File: src/rtl/gate_seq_pkg.sv
package gate_seq_pkg;

    typedef struct packed {
        logic step_up;
        logic anti_phase;
    } cfg_t;

    typedef struct packed {
        logic c6;
        logic c5;
        logic c4;
        logic c3;
        logic c2;
        logic c1;
    } gates_t;

    localparam cfg_t CFG_RESET = '{step_up: 1'b0, anti_phase: 1'b0};

    // Route the PWM and the line-frequency levels to the six gates.
    // fwd is 1 when the output leg should conduct in the "c2/c6" direction.
    function automatic gates_t route_gates(input logic pos, input cfg_t cfg, input logic pwm);
        gates_t g;
        logic   fwd;
        fwd = pos ^ cfg.anti_phase;
        if (!cfg.step_up) begin
            g.c1 = pos ? pwm : 1'b1;
            g.c3 = pos ? 1'b1 : pwm;
            g.c2 = fwd;
            g.c6 = fwd;
            g.c4 = !fwd;
            g.c5 = !fwd;
        end else begin
            g.c1 = pos;
            g.c3 = !pos;
            g.c2 = fwd;
            g.c4 = !fwd;
            g.c5 = fwd ? pwm : 1'b1;
            g.c6 = fwd ? 1'b1 : pwm;
        end
        return g;
    endfunction

endpackage

File: src/rtl/pol_filter.sv
module pol_filter #(
    parameter int FILT_LEN = 16
) (
    input  logic clk,
    input  logic rst,
    input  logic raw_i,
    output logic pol_o
);
    localparam int RUN_W = $clog2(FILT_LEN + 1);

    logic             sync1, sync2;
    logic [RUN_W-1:0] run_cnt;

    always_ff @(posedge clk) begin
        if (rst) begin
            sync1 <= 1'b0;
            sync2 <= 1'b0;
        end else begin
            sync1 <= raw_i;
            sync2 <= sync1;
        end
    end

    always_ff @(posedge clk) begin
        if (rst) begin
            pol_o   <= 1'b0;
            run_cnt <= '0;
        end else if (sync2 == pol_o) begin
            run_cnt <= '0;
        end else if (run_cnt == RUN_W'(FILT_LEN - 1)) begin
            pol_o   <= sync2;
            run_cnt <= '0;
        end else begin
            run_cnt <= run_cnt + 1'b1;
        end
    end

    // A new filtered value must be one the synchronizer actually presented.
    assert_filter_src_R8: assert property (@(posedge clk) disable iff (rst)
        !$stable(pol_o) |-> (pol_o == $past(sync2)));

endmodule

File: src/rtl/pwm_carrier.sv
module pwm_carrier
    import gate_seq_pkg::*;
#(
    parameter int PERIOD_CYC = 2000,
    parameter int DUTY_W     = $clog2(PERIOD_CYC + 1)
) (
    input  logic              clk,
    input  logic              rst,
    input  logic [DUTY_W-1:0] duty_i,
    input  cfg_t              cfg_i,
    output logic              pwm_o,
    output cfg_t              cfg_o
);
    localparam int CNT_W = (PERIOD_CYC > 1) ? $clog2(PERIOD_CYC) : 1;

    logic [CNT_W-1:0]  cnt;
    logic [DUTY_W-1:0] duty_q;
    logic              wrap;

    assign wrap = (cnt == CNT_W'(PERIOD_CYC - 1));

    always_ff @(posedge clk) begin
        if (rst) begin
            cnt    <= '0;
            duty_q <= '0;
            cfg_o  <= CFG_RESET;
        end else if (wrap) begin
            cnt    <= '0;
            duty_q <= duty_i;
            cfg_o  <= cfg_i;
        end else begin
            cnt <= cnt + 1'b1;
        end
    end

    assign pwm_o = (DUTY_W'(cnt) < duty_q);

    assert_cfg_hold_R9: assert property (@(posedge clk) disable iff (rst)
        !wrap |=> ($stable(duty_q) && $stable(cfg_o)));

    assert_zero_duty_R7: assert property (@(posedge clk) disable iff (rst)
        (duty_q == '0) |-> !pwm_o);

endmodule

File: src/rtl/gate_steer.sv
module gate_steer
    import gate_seq_pkg::*;
(
    input  logic   clk,
    input  logic   rst,
    input  logic   pos_i,
    input  cfg_t   cfg_i,
    input  logic   pwm_i,
    output gates_t gates_o
);
    always_ff @(posedge clk) begin
        if (rst) gates_o <= '0;
        else     gates_o <= route_gates(pos_i, cfg_i, pwm_i);
    end

    // At least one front-stage device conducts in every mode.
    assert_front_on_R2: assert property (@(posedge clk) disable iff (rst)
        !$past(rst) |-> (gates_o.c1 || gates_o.c3));

    // The c2 and c4 legs are never on together and never both off.
    assert_leg_excl_R4: assert property (@(posedge clk) disable iff (rst)
        !$past(rst) |-> $onehot({gates_o.c2, gates_o.c4}));

    // In step-up the front stage is a pure rectifier: one side only.
    assert_boost_front_R5: assert property (@(posedge clk) disable iff (rst)
        (!$past(rst) && $past(cfg_i.step_up)) |-> $onehot({gates_o.c1, gates_o.c3}));

endmodule

File: src/rtl/pwm_gate_sequencer.sv
module pwm_gate_sequencer
    import gate_seq_pkg::*;
#(
    parameter int PERIOD_CYC = 2000,
    parameter int FILT_LEN   = 16,
    parameter int DUTY_W     = $clog2(PERIOD_CYC + 1)
) (
    input  logic              clk,
    input  logic              rst,
    input  logic              pol_pos_i,
    input  logic              boost_i,
    input  logic              invert_i,
    input  logic [DUTY_W-1:0] duty_i,
    output logic [5:0]        gate_o
);
    logic   pol_clean;
    logic   pwm;
    cfg_t   cfg_req, cfg_live;
    gates_t gates;

    assign cfg_req = '{step_up: boost_i, anti_phase: invert_i};

    pol_filter #(.FILT_LEN(FILT_LEN)) u_filter (
        .clk   (clk),
        .rst   (rst),
        .raw_i (pol_pos_i),
        .pol_o (pol_clean)
    );

    pwm_carrier #(.PERIOD_CYC(PERIOD_CYC), .DUTY_W(DUTY_W)) u_carrier (
        .clk    (clk),
        .rst    (rst),
        .duty_i (duty_i),
        .cfg_i  (cfg_req),
        .pwm_o  (pwm),
        .cfg_o  (cfg_live)
    );

    gate_steer u_steer (
        .clk     (clk),
        .rst     (rst),
        .pos_i   (pol_clean),
        .cfg_i   (cfg_live),
        .pwm_i   (pwm),
        .gates_o (gates)
    );

    assign gate_o = gates;

    assert_reset_low_R1: assert property (@(posedge clk)
        rst |=> (gate_o == 6'b0));

endmodule

File: config.mk
export PLATFORM = sky130hd
export DESIGN_NAME = pwm_gate_sequencer
export DESIGN_NICKNAME = d
export VERILOG_FILES = /design/src/rtl/gate_seq_pkg.sv /design/src/rtl/pol_filter.sv /design/src/rtl/pwm_carrier.sv /design/src/rtl/gate_steer.sv /design/src/rtl/pwm_gate_sequencer.sv
export SDC_FILE = /design/constraint.sdc
export NUM_CORES = 1
export LEC_CHECK = 0
export BUFFER_PORTS_ARGS = -buffer_cell sky130_fd_sc_hd__buf_2
export CAP_MARGIN = 5
export CORE_MARGIN = 1
export CORE_UTILIZATION = 55
export DETAILED_ROUTE_END_ITERATION = 6
export GPL_ROUTABILITY_DRIVEN = 0
export MAX_ROUTING_LAYER = met4
export PLACE_DENSITY_LB_ADDON = 0.25
export SLEW_MARGIN = 40
export SYNTH_ARGS = -nofsm -noshare
export SYNTH_HDL_FRONTEND = slang
export SYNTH_HIERARCHICAL = 1
export SYNTH_SLANG_ARGS = --single-unit
File: constraint.sdc
create_clock -name clk -period 1.9 [get_ports clk]
set_input_delay 0 -clock clk [delete_from_list [all_inputs] [get_ports clk]]
set_output_delay 0 -clock clk [all_outputs]
set_load 0.005 [all_outputs]
Yosys cells after proc, flatten, opt, wreduce, memory -nomap -nowiden. Cells that the tools add are included.

Bits in registers: 38. Input bits: 16. Logic and storage cells: 32.

$lt $le $gt $ge: 1. Add/subtract/negate cells: 2. Equal/unequal tests: 3. Bitwise operators: 2. Reduce and logical (&&, ||, !) cells: 5. Muxes and demuxes: 5.

Operators with widths (count): 11-bit by 1-bit adder with 11-bit output, second input constant (1); 11-bit == test, second input constant (1); 11-bit less-than comparator (1); 6-bit two-way mux (1); 5-bit by 1-bit adder with 5-bit output, second input constant (1); 5-bit by 4-bit == test with 1-bit output, second input constant (1); 1-bit two-way mux (4); 3-bit OR reduction (1); 1-bit zero test (2); 2-bit AND reduction (1); 2-bit OR reduction (1); 1-bit == test (1); 1-bit NOT (1); 1-bit bitwise XOR (1).

Logic depth before layout (Yosys ltp). Gate-level depths: netlist (run 1).

Depth in word-level cells: 3. Mapped depth: 8. Gate-level depth less buffers: 8.

Modules after synthesis. The synthesis (run 1) kept the hierarchy.

Modules (own cells, without submodules): pwm_carrier (cells each 130, seq. area each 480.5 µm², times used 1, area an instance 1198.6 µm²); pol_filter (cells each 27, seq. area each 160.2 µm², times used 1, area an instance 286.5 µm²); gate_steer (cells each 19, seq. area each 120.1 µm², times used 1, area an instance 211.5 µm²).

Least setup slack after synthesis (run 1). OpenSTA, ideal clock, no wires.

Path kind: reg-to-reg. From: reg u_carrier.cnt[4]. To: reg u_steer/gates_o[0] (netlist bit). Setup slack: 0.401 ns. Period minus slack after synthesis: 1.499 ns. Arrival time: 1.413 ns. Data required time: 1.814 ns. Path buffers: 0. Cell stages (with the launch flop): 8. Library setup time: 0.086 ns. Path through: dfxtp_1 > ha_1 > a21o_1 > nand3_1 > a21oi_1 > nor3_1 > nor2_1 > a211oi_1.

Longest elaborated chain between the ends: 3.

RTL lines: start: declaration (line pwm_carrier.sv:16) `logic [CNT_W-1:0] cnt;`; start signal: assignment (line pwm_carrier.sv:32) `cnt <= cnt + 1'b1;`; 11-bit less-than comparator (line pwm_carrier.sv:36) `assign pwm_o = (DUTY_W'(cnt) < duty_q);`; net pwm (line pwm_gate_sequencer.sv:17) `logic pwm;`; 1-bit two-way mux (line gate_seq_pkg.sv:26) `g.c1 = pos ? pwm : 1'b1;`; 6-bit two-way mux (line gate_seq_pkg.sv:25) `if (!cfg.step_up) begin`; end signal: assignment (line gate_steer.sv:13) `else gates_o <= route_gates(pos_i, cfg_i, pwm_i);`; end: declaration (line gate_steer.sv:9) `output gates_t gates_o`.

The timed path passes the listed nets, and every way through them passes these cells. A chain may end at the register's enable or synchronous reset.

Final worst setup path (run 1).
From: reg u_carrier.cnt[0]. To: reg u_carrier.duty_q[8].

Longest elaborated chain between the ends: 1.

RTL lines: 11-bit == test (line pwm_carrier.sv:20) `assign wrap = (cnt == CNT_W'(PERIOD_CYC - 1));`; end signal: assignment (line pwm_carrier.sv:29) `duty_q <= duty_i;`; end: declaration (line pwm_carrier.sv:17) `logic [DUTY_W-1:0] duty_q;`.

No other way between the ends.

==> results of run 1 <==
-- cell type report --
class / count / area [µm²] / area share
multi-input cells: 120 / 853 / 0.411
flip-flops and latches: 38 / 761 / 0.366
repair buffers: 36 / 265 / 0.128
clock inverters: 2 / 60.1 / 0.0289
clock buffers: 6 / 51.3 / 0.0247
inverters: 13 / 48.8 / 0.0235
well taps: 31 / 38.8 / 0.0187
-- cells by family after synthesis --
group | count (synthesis)
XOR/XNOR | 13
buffers and inverters | 18
adder cells (fa/ha/maj) | 13
multiplexers | 14
flip-flops | 38
AO/OA/AOI/OAI | 15
AND/OR/NAND/NOR | 65
-- cell usage in the layout (no fill, tap or decap), types with 3 or more instances in the layout --
master,n
dfxtp_1,38
nor2_1,33
buf_2,21
dlygate4sd3_1,14
mux2i_1,14
inv_1,13
ha_1,13
nand3_1,7
a21oi_1,7
xnor2_1,7
clkbuf_4,5
nand2_1,5
xor2_1,5
a211oi_1,3
and3_1,3
nor2b_1,3
-- how the worst min path moves through the flow --
stage	end	slack, ns	cells past startpoint
after floorplan	u_steer/gates_o[5]	0.06	1
after global placement	u_filter/sync1	0.21	2
after detailed placement	u_filter/sync1	0.23	2
after CTS	u_carrier/duty_q[9]	0.06	2
after global routing	u_carrier/duty_q[9]	0.07	2
final	u_filter/pol_o	0.06	2
-- state kept, by name (all words and copies together) (netlist names) --
register          flops
u_carrier/duty_q     11
u_filter/pol_o        1
u_filter/run_cnt      5
u_carrier/cnt        11
u_carrier/cfg_o       2
u_steer/gates_o       6
u_filter/sync2        1
u_filter/sync1        1
-- worst register-to-register path, stage by stage (launching register included) --
cell     delay, ns
dfxtp_1       0.41
ha_1          0.23
and3_1        0.29
nand4_4       0.20
buf_12        0.21
mux2i_1       0.18
nor2_1        0.07
-- power breakdown --
part	total, mW	internal, mW	switching [mW]
Clock	0.723	0.445	0.278
Sequential	0.819	0.810	0.00934
Combinational	0.0960	0.0533	0.0426
-- metal layers --
metal / global-route usage / vias up / part of all wire / wire length, µm
met3: 0.0839 / 8 / 0.040 / 139
met5: - / - / 0 / 0
met4: 0.122 / 0 / 0.018 / 63
met1: 0.253 / 604 / 0.42 / 1440
met2: 0.412 / 28 / 0.52 / 1810
li1: - / 665 / - / -
-- per-stage QoR --
step                      utilization  std cells  setup WS, ns
after floorplan                     -        176         0.401
after global placement          0.644        224         0.211
after detailed placement        0.644        224         0.184
after CTS                       0.733        246         0.108
after global routing            0.735        246        0.0486
final                           0.735        246         0.187
-- repair_timing --
| action | CTS | global route |
|---|---|---|
| endpoints found under the setup margin | 0 | 2 |
| hold buffers | 14 | 0 |
| resized for setup | 0 | 1 |
| endpoints found under the hold margin | 14 | 0 |
==> flow_summary.toml, run 1 <==
[worst_setup_path]
reg2reg_to = "u_carrier/duty_q[8]"
reg2reg_slack_ns = 0.19
slowest_delay_ns = 0.41
cp_top_family = "simple AND/OR/NAND/NOR gates"
crit_start = "u_carrier/cnt[0]"
cp.required_ns = 2.14
slowest_stage = "dfxtp_1"
path_class = "flop to flop"
cp.depth = 6
cp-end-kind = "flop"
cp-endpoint = "u_carrier/duty_q[8]"
arrival_ns = 1.95
reg2reg_from = "u_carrier/cnt[0]"
crit_chain = "ha_1, and3_1, nand4_4, buf_12, mux2i_1, nor2_1"
critPathMaxFanout = 10
reg2regPathDepth = 6
cp.buffers_inverters = 1
start_kind = "flop"

[synthesis]
synth_edf_count = 0
ys_types = 31
synth_top_cell_by_area = "dfxtp_1"
avgSynthCellArea_um2 = 9.64
ys_ff_latch = 38
synth_top_family_by_area = "simple AND/OR/NAND/NOR gates"
synth_most_common_cell = "dfxtp_1"
syn_inst = 176
synth_fp_nets = 205
synth-warning-count = 6
yosys-top-cells-count = "dfxtp_1 (38), nor2_1 (33), mux2i_1 (14)"
async_flop_share = 0
synth_area_um2 = 1700
ys_top_cells_by_area = "dfxtp_1 (45%), ha_1 (9.6%), mux2i_1 (8.3%), nor2_1 (7.3%), xnor2_1 (3.6%)"
synth_compound_area_frac = 0.0538
synth_ff_type = "dfxtp_1"
synth_top_area_frac = 0.448
seq_area_frac_synth = 0.448
muxShareOfSynthArea = 0.0826
synth-simple-area-share = 0.196
synthAdderAreaFrac = 0.0959
synth_xor_area_frac = 0.0715

[clock_tree]
clk_pin_slew_worst_paths_ns = 0.11
tritoncts = "built"
htreeDepth = 2
clock_sinks = 38
clock_path_buffers = 2
clk_latency_ns = 0.36
cts_setup_buffers = 0
cts_root_buf = "clkbuf_4"
cts_made_buffers = 5

[grt]
grt_pass1_vias = 1333
grt_max_degree = 27
overflow = 0
antenna_found_initial = 0
grt_pass1_wl_um = 5710
gr-usage-all-layers = 0.245

[hold_path]
worstHoldStart = "rst"
hold_class = "input port to flop"

[run]
maxCapViolCount = 0

[floorplan]
core_um2 = 2830
boundaryPins = 22
die_y_um = 57.5
initial_core_util = 0.600
die_x_um = 57.5
placementRows = 19
die_area_um2 = 3310

[placement]
hpwl_um = 2250
port_buffers = 21
place_area_um2 = 1820

[detailed_routing]
dr_total_vias = 1305
ant_nets = 0
firstDrtPassIters = 4
wirelength_um = 3450
via_per_inst = 5.30
routedWlPerCell_um = 14.0
drc_errors = 0
drt_iter0_drc = 32

[sta]
setup_viol = 0
rsz0062_at_grt = "false"
fin_crit_sh = 0.902
fmax_mhz = 584
holdWs_ns = 0.0641
worst_slew_margin_rel = 0.693
maxSlewViolCount = 0
layout_min_cycle_time_ns = 1.71
finalSetupTns_ns = 0
hold_viol_final = 0
worstMarginPinSlew_ns = 0.460
clock_skew_ns = 0.00346

[layout]
area_growth_pct = 22.5
layout-drive-gt1-share = 0.167
design_area_um2 = 2080
antenna_cells = 0
fillers = 197
finalNetCount = 243

[power]
powerDensity_nw_per_um2 = 788
leakagePower_nw = 0.969
power.total_mw = 1.64
vdd_ir_drop_max_uv = 640

[status]
status = "completed"
Power figures use the tool's default switching activity.
==> run 2: changes to the inputs <==
- BUFFER_PORTS_ARGS: -buffer_cell sky130_fd_sc_hd__buf_2 -> not set
- DONT_BUFFER_PORTS: not set -> 1
- clock period: 1.9 -> 2.1 ns (I/O delays scaled with it)
==> run 2 against run 1 <==
Against the previous run: critical path depth unchanged; first-iteration DRC count decreased by 28%; non-clock buffer count decreased by 20; critical endpoint is now u_carrier/cfg_o[1].
==> flow_summary.toml, run 2 (synthesis results as in run 1) <==
[grt]
overflow = 0
grt_max_degree = 26
antenna_found_initial = 0
gr-usage-all-layers = 0.234
grt_pass1_wl_um = 5600
grt_pass1_vias = 1274

[worst_setup_path]
reg2reg_slack_ns = 0.29
reg2reg_to = "u_carrier/cfg_o[1]"
cp.required_ns = 2.32
crit_start = "u_carrier/cnt[0]"
crit_chain = "ha_1, and3_1, nand4_4, buf_4, mux2i_1, nor2_1"
critPathMaxFanout = 8
reg2regPathDepth = 6
arrival_ns = 2.03
cp-end-kind = "flop"
path_class = "flop to flop"
slowest_stage = "dfxtp_1"
slowest_delay_ns = 0.42
reg2reg_from = "u_carrier/cnt[0]"
start_kind = "flop"
cp-endpoint = "u_carrier/cfg_o[1]"

[detailed_routing]
routedWlPerCell_um = 14.4
drt_iter0_drc = 23
via_per_inst = 5.45
dr_total_vias = 1227
firstDrtPassIters = 4
drc_errors = 0
ant_nets = 0
wirelength_um = 3230

[floorplan]
core_um2 = 2830
die_area_um2 = 3310
placementRows = 19
die_y_um = 57.5
boundaryPins = 22
initial_core_util = 0.600
die_x_um = 57.5

[sta]
setup_viol = 0
hold_viol_final = 0
maxSlewViolCount = 0
clock_skew_ns = 0.00610
fin_crit_sh = 0.863
rsz0062_at_grt = "false"
layout_min_cycle_time_ns = 1.81
fmax_mhz = 552
worst_slew_margin_rel = 0.716
worstMarginPinSlew_ns = 0.425
finalSetupTns_ns = 0

[clock_tree]
post_cts_resized = 0
hold_buffers = 15
cts_setup_buffers = 0
clock_path_buffers = 2
cts_made_buffers = 5
tritoncts = "built"
clock_sinks = 38
clk_pin_slew_worst_paths_ns = 0.11
cts_root_buf = "clkbuf_4"
htreeDepth = 2
clk_latency_ns = 0.33

[layout]
final_cell_mix = "dfxtp_1 (38), nor2_1 (33), mux2i_1 (14), dlygate4sd3_1 (14)"
layout-drive-gt1-share = 0.0722
final_util = 0.682
finalNetCount = 223
multiInputGateArea_um2 = 848
fillers = 218
reg_top3 = "u_carrier/cnt x11, u_carrier/duty_q x11, u_steer/gates_o x6"
seq_area_um2 = 761
area_growth_pct = 13.8
final_common_cell = "dfxtp_1"
fin_cells = 225
antenna_cells = 0

[power]
powerDensity_nw_per_um2 = 679
sw_frac_of_total = 0.203
leakagePower_nw = 0.865
combPwrFrac = 0.050
vdd_ir_drop_max_uv = 563
seq_power_share = 0.567
p_clk_frac = 0.383
power.internal_mw = 1.05
power.switching_uw = 265

[status]
status = "completed"

[placement]
hpwl_um = 2250
port_buffers = 0
placedCellCount = 203

[run]
maxCapViolCount = 0

[hold_path]
hold_class = "input port to flop"
run 2: cell count changes in the layout (fill, tap and decap cells not counted):
| cell | previous run | this run |
|---|---|---|
| nor3_1 | 2 | 3 |
| bufinv_16 | 2 | 1 |
| buf_12 | 1 | 0 |
| nor3_2 | 1 | 0 |
| buf_4 | 0 | 1 |
| buf_2 | 21 | 1 |
run 2: how the worst min path moves through the flow:
stage | from | end | slack (ns) | cells after the start
final | rst | u_carrier/duty_q[10] | 0.07 | 2
after global routing | rst | u_carrier/cnt[7] | 0.07 | 2
after CTS | rst | u_carrier/cnt[0] | 0.07 | 2
after detailed placement | rst | u_steer/gates_o[5] | 0.07 | 1
after global placement | rst | u_steer/gates_o[5] | 0.07 | 1
after floorplan | rst | u_steer/gates_o[5] | 0.06 | 1
run 2: through the flow:
step           area (µm²)  setup slack (ns)  hold slack, ns  total power [mW]
2_1_floorplan        1700             0.601          0.0624             0.789
3_3_place_gp         1700             0.422          0.0675             0.793
3_5_place_dp         1700             0.358          0.0712             0.796
4_1_cts              1940             0.297          0.0681              1.31
5_1_grt              1930             0.108          0.0697              1.35
6_report             1930             0.288          0.0729              1.31
run 2: power groups by stage:
stage | logic [mW] | registers, mW | clock network (mW)
after global routing | 0.0732 | 0.745 | 0.534
final | 0.0658 | 0.743 | 0.502
after CTS | 0.0658 | 0.743 | 0.503
after global placement | 0.0340 | 0.759 | 0
after floorplan | 0.0328 | 0.756 | 0
after detailed placement | 0.0369 | 0.759 | 0
run 2: layer usage:
layer  vias to the layer above  GRT usage  wire [µm]
met5                         -          -          0
met4                         0     0.0732         20
met3                         2     0.0612        114
met2                        22      0.395       1630
met1                       578      0.270       1460
li1                        625          -          -
run 2: critical path, delay by kind of cell (launching register included):
kind | cells | cell delay [ns]
simple gates | 3 | 0.61
flops | 1 | 0.42
buf+inv | 1 | 0.26
mux | 1 | 0.17
fa+ha+maj | 1 | 0.24
run 2: cell type report:
cell class / count / area share
Multi-Input combinational cell: 120 / 0.439
Sequential cell: 38 / 0.394
Tap cell: 31 / 0.0201
Timing Repair Buffer: 16 / 0.0791
Clock buffer: 6 / 0.0266
Clock inverter: 1 / 0.0156
Inverter: 13 / 0.0253
